<file path="src/rtl/lvl_intc_pkg.sv">
package lvl_intc_pkg;
  localparam int LVL_W    = 3;
  localparam int HALF_W   = 8;
  localparam int PEND_POS = 3;
  localparam int LVL_POS  = 5;
  localparam int DATA_W   = 16;
  typedef logic [LVL_W-1:0] lvl_t;
  localparam lvl_t LVL_OFF = '1;
endpackage

</file>
<file path="src/rtl/lvl_intc_src.sv">
module lvl_intc_src #(
  parameter bit EDGE = 1'b1
) (
  input  logic clk,
  input  logic rst_n,
  input  logic req,
  input  logic wr_clr,
  input  logic ack_clr,
  output logic pend
);
  generate
    if (EDGE) begin : g_edge
      logic req_d_q;
      logic pend_q;
      logic pend_nxt;
      logic rise;

      assign rise = req & ~req_d_q;

      always_comb begin
        pend_nxt = pend_q;
        if (wr_clr || ack_clr) pend_nxt = 1'b0;
        if (rise) pend_nxt = 1'b1;
      end

      always_ff @(posedge clk or negedge rst_n) begin
        if (!rst_n) begin
          req_d_q <= 1'b1;
          pend_q  <= 1'b0;
        end else begin
          req_d_q <= req;
          pend_q  <= pend_nxt;
        end
      end

      assign pend = pend_q;
    end else begin : g_level
      logic unused_in;
      assign unused_in = ^{clk, rst_n, wr_clr, ack_clr};
      assign pend = req;
    end
  endgenerate
endmodule

</file>
<file path="src/rtl/lvl_intc_arb.sv">
module lvl_intc_arb
  import lvl_intc_pkg::*;
#(
  parameter int NUM_SRC = 4,
  parameter int SRC_W   = $clog2(NUM_SRC)
) (
  input  logic [NUM_SRC-1:0]       pend,
  input  logic [NUM_SRC*LVL_W-1:0] lvl_flat,
  output logic                     win_vld,
  output logic [SRC_W-1:0]         win_idx,
  output lvl_t                     win_lvl
);
  always_comb begin
    win_vld = 1'b0;
    win_idx = '0;
    win_lvl = LVL_OFF;
    for (int i = 0; i < NUM_SRC; i++) begin
      if (pend[i] && (lvl_flat[i*LVL_W +: LVL_W] != LVL_OFF) &&
          (!win_vld || (lvl_flat[i*LVL_W +: LVL_W] < win_lvl))) begin
        win_vld = 1'b1;
        win_idx = SRC_W'(i);
        win_lvl = lvl_flat[i*LVL_W +: LVL_W];
      end
    end
  end
endmodule

</file>
<file path="src/rtl/lvl_intc.sv">
module lvl_intc
  import lvl_intc_pkg::*;
#(
  parameter int               NUM_SRC  = 4,
  parameter logic [NUM_SRC-1:0] EDGE_MAP = 4'b0011,
  parameter int               SRC_W    = $clog2(NUM_SRC),
  parameter int               ADDR_W   = $clog2(NUM_SRC/2 + 1)
) (
  input  logic               clk,
  input  logic               rst_n,
  input  logic [NUM_SRC-1:0] src_req,
  input  logic [ADDR_W-1:0]  reg_addr,
  input  logic               reg_wr,
  input  logic [15:0]        reg_wdata,
  output logic [15:0]        reg_rdata,
  input  logic               vec_ack,
  output logic               cpu_irq,
  output logic [SRC_W-1:0]   cpu_vec
);
  localparam int NUM_PAIR = NUM_SRC / 2;
  localparam int MASK_SEL = NUM_PAIR;

  logic [NUM_SRC-1:0]       pend;
  logic [NUM_SRC*LVL_W-1:0] lvl_flat;
  lvl_t                     mask_q;
  lvl_t                     mask_nxt;
  logic                     mask_we;
  logic                     win_vld;
  logic [SRC_W-1:0]         win_idx;
  lvl_t                     win_lvl;
  logic                     irq_q;
  logic                     irq_nxt;
  logic [SRC_W-1:0]         vec_q;

  generate
    for (genvar i = 0; i < NUM_SRC; i++) begin : g_src
      localparam int PAIR = i / 2;
      localparam int BASE = (i % 2) * HALF_W;
      logic pair_sel;
      logic lvl_we;
      lvl_t lvl_q;
      lvl_t lvl_nxt;
      logic wr_clr;
      logic ack_clr;

      assign pair_sel = reg_wr && (int'(reg_addr) == PAIR);
      assign lvl_we   = pair_sel;
      assign lvl_nxt  = reg_wdata[BASE+LVL_POS +: LVL_W];
      assign wr_clr   = pair_sel && !reg_wdata[BASE+PEND_POS];
      assign ack_clr  = vec_ack && (int'(vec_q) == i);

      always_ff @(posedge clk or negedge rst_n) begin
        if (!rst_n) lvl_q <= LVL_OFF;
        else if (lvl_we) lvl_q <= lvl_nxt;
      end

      assign lvl_flat[i*LVL_W +: LVL_W] = lvl_q;

      lvl_intc_src #(.EDGE(EDGE_MAP[i])) u_src (
        .clk     (clk),
        .rst_n   (rst_n),
        .req     (src_req[i]),
        .wr_clr  (wr_clr),
        .ack_clr (ack_clr),
        .pend    (pend[i])
      );
    end
  endgenerate

  assign mask_we  = reg_wr && (int'(reg_addr) == MASK_SEL);
  assign mask_nxt = reg_wdata[LVL_W-1:0];

  always_ff @(posedge clk or negedge rst_n) begin
    if (!rst_n) mask_q <= '0;
    else if (mask_we) mask_q <= mask_nxt;
  end

  lvl_intc_arb #(.NUM_SRC(NUM_SRC), .SRC_W(SRC_W)) u_arb (
    .pend     (pend),
    .lvl_flat (lvl_flat),
    .win_vld  (win_vld),
    .win_idx  (win_idx),
    .win_lvl  (win_lvl)
  );

  assign irq_nxt = win_vld && (mask_q > win_lvl);

  always_ff @(posedge clk or negedge rst_n) begin
    if (!rst_n) begin
      irq_q <= 1'b0;
      vec_q <= '0;
    end else begin
      irq_q <= irq_nxt;
      vec_q <= win_idx;
    end
  end

  assign cpu_irq = irq_q;
  assign cpu_vec = vec_q;

  always_comb begin
    reg_rdata = '0;
    for (int i = 0; i < NUM_SRC; i++) begin
      if (int'(reg_addr) == i / 2) begin
        reg_rdata[(i%2)*HALF_W + PEND_POS] = pend[i];
        reg_rdata[(i%2)*HALF_W + LVL_POS +: LVL_W] = lvl_flat[i*LVL_W +: LVL_W];
      end
    end
    if (int'(reg_addr) == MASK_SEL) reg_rdata[LVL_W-1:0] = mask_q;
  end
endmodule

</file>
<file path="config.mk">
export PLATFORM = sky130hd
export DESIGN_NAME = lvl_intc
export DESIGN_NICKNAME = d
export VERILOG_FILES = /design/src/rtl/lvl_intc_pkg.sv /design/src/rtl/lvl_intc_src.sv /design/src/rtl/lvl_intc_arb.sv /design/src/rtl/lvl_intc.sv
export SDC_FILE = /design/constraint.sdc
export NUM_CORES = 1
export LEC_CHECK = 0
export ABC_CLOCK_PERIOD_IN_PS = 12200
export BUFFER_PORTS_ARGS = -buffer_cell sky130_fd_sc_hd__buf_4
export CORE_ASPECT_RATIO = 1.2
export CORE_MARGIN = 1.5
export CORE_UTILIZATION = 56
export DETAILED_ROUTE_END_ITERATION = 6
export PLACE_DENSITY = 0.87
export REMOVE_ABC_BUFFERS = 1
export SLEW_MARGIN = 20
export SYNTH_ARGS = -nofsm -noshare
export SYNTH_HDL_FRONTEND = slang
export SYNTH_SLANG_ARGS = --single-unit
</file>
<file path="constraint.sdc">
create_clock -name clk -period 12.2 [get_ports clk]
set_input_delay 2.44 -clock clk [delete_from_list [all_inputs] [get_ports clk]]
set_output_delay 2.44 -clock clk [all_outputs]
set_load 0.005 [all_outputs]
</file>
; ---- Word-level counts from Yosys, hierarchy flattened
; Index checks and enable logic that the tools add are counted.
; W data, S select, Z words.
[totals]
elab_cells = 79
memories = 0
register_bits = 22
latchBits = 0
output_inout_bits = 19
romBits = 0
ramBits = 0
[op_classes]
mux = 24
shifts = 0
div_mod_pow = 0
n_eq_ne = 7
addsub = 0
n_mul = 0
n_bitwise = 4
reduce_logical = 29
magnitude_cmp = 4
[op_table]
columns = operator, count
row1 = $mux W3, 9
row2 = $logic_and A1 B1 Y1, 15
row3 = $mux W1, 13
row4 = $ne A3 B3 Y1 const B, 4
row5 = $lt A3 B3 Y1, 3
row6 = $eq A2 B2 Y1 const B, 3
row7 = $logic_not A1 Y1, 5
row8 = $logic_or A1 B1 Y1, 5
row9 = $logic_not A2 Y1, 2
row10 = $mux W2, 2
row11 = $reduce_bool A2 Y1, 2
row12 = $gt A3 B3 Y1, 1
row13 = $and A1 B1 Y1, 2
row14 = $not A1 Y1, 2

; ---- Logic depth before layout (Yosys ltp)
[depth]
ltp_word = 17
mapped_depth = 25
mapped_depth_nobuf = 24

; ---- Hierarchy
; A second synthesis with hierarchy kept.
[hier_totals]
cells_unflattened = 171
hier_area_um2 = 1691.6
[modules_own_cells]
columns = mod, cells_each, area_each_um2, instances
row1 = lvl_intc, 84, 1004.7, 1
row2 = lvl_intc_arb, 75, 521.8, 1
row3 = lvl_intc_src at g_src[0].u_src ..., 5, 75.1, 2
row4 = lvl_intc_src at g_src[2].u_src ..., 1, 7.5, 2

; ---- Worst setup path after synthesis
; Ideal clock, no wire load.
[synth_timing]
path_kind = input -> output
startpoint = input port reg_addr[0]
endpoint = output port reg_rdata[11]
slack_ns = 6.638
path_stages = 3
arrival_ns = 3.122
path_buffers = 1
path_cell_list = clkbuf_1 mux2i_1 nor2_1
[synth_via]
elab_chain_cells = 3
[synth_lines]
columns = element, line_no
row1 = "start, declared", lvl_intc.sv:12  ; input logic [ADDR_W-1:0] reg_addr,
row2 = $logic_not A2 Y1, lvl_intc.sv:104  ; if (int'(reg_addr) == i / 2) begin
row3 = $mux W1, lvl_intc.sv:104
row4 = $mux W1 (*), lvl_intc.sv:104
row5 = "end, declared", lvl_intc.sv:15  ; output logic [15:0] reg_rdata,
; Mark *: on every way between the ends. The rest lies on a longest branch, timed or not.

; ---- Final worst setup path
[layout_timing]
startpoint = register g_src[0].u_src.g_edge.pend_q
endpoint = register irq_q (netlist: cpu_irq)
[layout_via]
elab_chain_cells = 16
[layout_lines]
columns = element, line_no
row1 = "start, declared", lvl_intc_src.sv:14  ; logic pend_q;
row2 = "start signal, assigned", lvl_intc_src.sv:32  ; pend_q <= pend_nxt;
row3 = $logic_and A1 B1 Y1 (*), lvl_intc_arb.sv:18  ; if (pend[i] && (lvl_flat[i*LVL_W +: LVL_W] != LVL_OFF) &&
row4 = $mux W3 or $mux W1 (tied branches), lvl_intc_arb.sv:18
row5 = $lt A3 B3 Y1 or $logic_not A1 Y1 (tied branches), lvl_intc_arb.sv:19  ; (!win_vld || (lvl_flat[i*LVL_W +: LVL_W] < win_lvl))) begin
row6 = $logic_or A1 B1 Y1, lvl_intc_arb.sv:19
row7 = $logic_and A1 B1 Y1, lvl_intc_arb.sv:18
row8 = $mux W3 or $mux W1 (tied branches), lvl_intc_arb.sv:18
row9 = $lt A3 B3 Y1 or $logic_not A1 Y1 (tied branches), lvl_intc_arb.sv:19
row10 = $logic_or A1 B1 Y1, lvl_intc_arb.sv:19
row11 = $logic_and A1 B1 Y1, lvl_intc_arb.sv:18
row12 = $mux W3 or $mux W1 (tied branches), lvl_intc_arb.sv:18
row13 = $lt A3 B3 Y1 or $logic_not A1 Y1 (tied branches), lvl_intc_arb.sv:19
row14 = $logic_or A1 B1 Y1, lvl_intc_arb.sv:19
row15 = $logic_and A1 B1 Y1, lvl_intc_arb.sv:18
row16 = $mux W3, lvl_intc_arb.sv:18
row17 = $gt A3 B3 Y1, lvl_intc.sv:86  ; assign irq_nxt = win_vld && (mask_q > win_lvl);
row18 = $logic_and A1 B1 Y1 (*), lvl_intc.sv:86
row19 = named net irq_nxt, lvl_intc.sv:32  ; logic irq_nxt;
row20 = "end signal, assigned", lvl_intc.sv:93  ; irq_q <= irq_nxt;
row21 = "end, declared", lvl_intc.sv:31  ; logic irq_q;
; Mark *: on every way through the listed nets, which the timed path passes. The rest lies on a longest branch.
; A chain may end at the register's enable or synchronous reset.

==> results.ini <==
[critical_path]
cp_common_cell=ha_1
required_ns=12.40
worstPathMaxFanout=9
path_cells=nor2b_1 > ha_1 > and3b_1 > a311oi_4 > o21ai_0 > mux2i_1 > inv_1 > ha_1 > o31a_1 > o2111a_1 > a211o_1 > mux2i_1 > ha_1 > o21a_1 > nor2_1 > o21bai_1 > and3b_1 > a32oi_4 > mux2_4 > ha_1 > nor2b_1 > o21a_1 > o21ai_0 > a21oi_1
worst_path_max_delay_cell=dfrtp_1
worst-path-buf-inv=1
critical-path-top-delay-family=compound AO/OA/AOI/OAI gates
critPathMaxStageDelay_ns=0.57
critPathKind=reg -> reg
arrival_ns=6.18
cp-start-kind=flip-flop
end_kind=flip-flop

[detailed_routing]
drt_first_iter_violations=47
post_drt_wl_per_cell_um=16.5
first_pass_iters=5
routed_via_density=5.98
wirelength_mm=3.62
ant_nets=0
vias=1316
drc_errors=0

[global_route]
grt_pass1_vias=1379
grt_first_pass_wirelength_mm=6.11
grt_max_degree=23
antenna_found_initial=0
globalRoute.totalOverflow=0
grt_util_all_layers=0.261

[clock_network]
postCtsSetupRepairBufs=0
clockBufferDepth=2
cts-root-buf=clkbuf_4
worstSkewPairLatency_ns=0.32
clk_pin_slew_ns=0.13
cts.sinks=22
cts_resized=0
cts_made_buffers=3
cts_tree=built
htree_levels=1
hold_buffers=0

[placement]
numPortBuffers=34
dp_hpwl_mm=2.77
gp_congestion=0.927
dp.cells=216
placed_area_mm2=0.00182

[cells_and_area]
diodes=0
area_growth_pct=19.7
multiInputGateArea_um2=911
seq_area_um2=568
utilization=0.718
layoutNonFillerInstCount=220
fin_nets=221
drive_above_1_share=0.299
n_fill_cell=198
final_cell_area_mm2=0.00187

[outcome]
status=complete, no violations

[logic_synthesis]
seq_area_frac_synth=0.364
syn_area_mm2=0.00156
ys_types=39
ys_ff_latch=22
synth_edf_count=0
netlist_instances=153
ys.flop_type=dfstp_2
async_flop_share=1.00
yosys_warnings=0
syn_avg_cell_area_um2=10.2

[floorplanning]
initial_core_util=0.600
dieArea_mm2=0.00312
die_y_um=60.8
pin_count=45
die_width_um=51.2
core_region_area_mm2=0.00260
rows=20

[worst_hold_path]
worst_hold_path_type=reg -> reg

[sta]
post-route-min-period_ns=5.98
setup_tns_ns=0
slew_violations=0
max-slew-margin-rel=0.273
whs_ns=0.510
rsz0062_at_grt=false
min_period_over_period=0.490
timing.fmax_ghz=0.167
clock_skew_ns=0.00552
hold_violations=0
tightest_slew_ns=1.09
setup-violations-final=0

[power]
p_per_area_mw_per_mm2=201
ir_worst_vdd_uv=112
power.leakage_uw=0.000883

[flow_run]
drv_cap=0

==> Yosys cell counts, types with 3 or more instances <==
cell       n  area [um2]
ha_1       7        87.6
nand2b_1   6        37.5
mux2i_1   12         120
a21oi_1    4        20.0
nor2_1    10        37.5
o21ai_1    4        20.0
nand2_1    8        30.0
o211ai_1   3        22.5
o21a_1     5        37.5
dfstp_2   14         368
mux2_1    14         158
and2_1     4        25.0
dfrtp_1    8         200
inv_1     11        41.3
nor2b_1    4        25.0
nand3_1    7        35.0
buf_4      5        37.5
==> layer usage <==
| layer | up-vias | track usage | part of all wire |
|---|---|---|---|
| met3 | 2 | 0.0369 | 0.058 |
| met4 | 0 | 0.0888 | 0.0055 |
| met1 | 646 | 0.305 | 0.38 |
| met2 | 58 | 0.488 | 0.55 |
| li1 | 610 | - | - |
| met5 | - | 0 | 0 |
==> metrics by stage <==
stage | total power (uW) | setup slack [ns]
floorplan | 257 | 6.91
global placement | 305 | 6.52
detailed placement | 315 | 6.37
CTS | 372 | 6.30
global route | 403 | 5.95
finish | 376 | 6.22
==> where the power goes <==
group / internal [uW] / switching [uW]
clock: 33.2 / 23.7
combinational: 102 / 97.0
sequential: 96.9 / 23.4
==> cells by family after synthesis <==
family	after synthesis	synth area share
and+or+nand+nor	45	0.152
AOI/OAI and AO/OA	31	0.166
muxes	28	0.197
DFF	22	0.364
buffers and inverters	19	0.0625
adders and majority gates	7	0.0561
other	1	0.00240
==> registers in the layout (all words and copies together), names as in the netlist <==
register	flops
g_src.lvl_q	12
g_src.u_src.pend	2
cpu_irq	1
g_src.u_src.g_edge.req_d_q	2
cpu_vec	2
mask_q	3
==> path summary, 6_finish.rpt <==
check                                                         from                                 endpoint  slack, ns  cells after the start
max in group asynchronous                                    rst_n  g_src[1].u_src.g_edge.req_d_q$_DFF_PN1_       9.93                      1
min in group asynchronous                                    rst_n                        cpu_irq$_DFF_PN0_       1.98                      1
max                                g_src[0].u_src.pend$_DFFE_PN0P_                        cpu_irq$_DFF_PN0_       6.22                     24
min reg2reg                g_src[1].u_src.g_edge.req_d_q$_DFF_PN1_          g_src[1].u_src.pend$_DFFE_PN0P_       0.51                      1
max reg2reg                        g_src[0].u_src.pend$_DFFE_PN0P_                        cpu_irq$_DFF_PN0_       6.22                     24
min                        g_src[1].u_src.g_edge.req_d_q$_DFF_PN1_          g_src[1].u_src.pend$_DFFE_PN0P_       0.51                      1
==> cells in the final DEF (no fill, tap or decap), types with 2 or more instances in the layout <==
master / n
dfstp_2: 14
and3b_1: 2
nor2b_1: 4
nand3_1: 7
o21ai_1: 4
nor2_1: 10
o21a_1: 5
conb_1: 5
dfrtp_1: 8
clkbuf_4: 3
a21oi_1: 4
o211ai_1: 3
nand2_1: 8
mux2i_1: 12
inv_1: 11
mux2_1: 14
nand2b_1: 6
and2_1: 4
buf_4: 34
o221ai_1: 2
o21ai_0: 2
mux2_4: 2
ha_1: 7
==> cell type report <==
class | instances | share of cell area
multi-input combinational | 116 | 0.487
sequential | 22 | 0.304
timing repair buffer | 34 | 0.137
inverter | 11 | 0.0221
tap | 33 | 0.0221
clock inverter | 1 | 0.0161
clock buffer | 3 | 0.0120
Power figures use the tool's default switching activity.
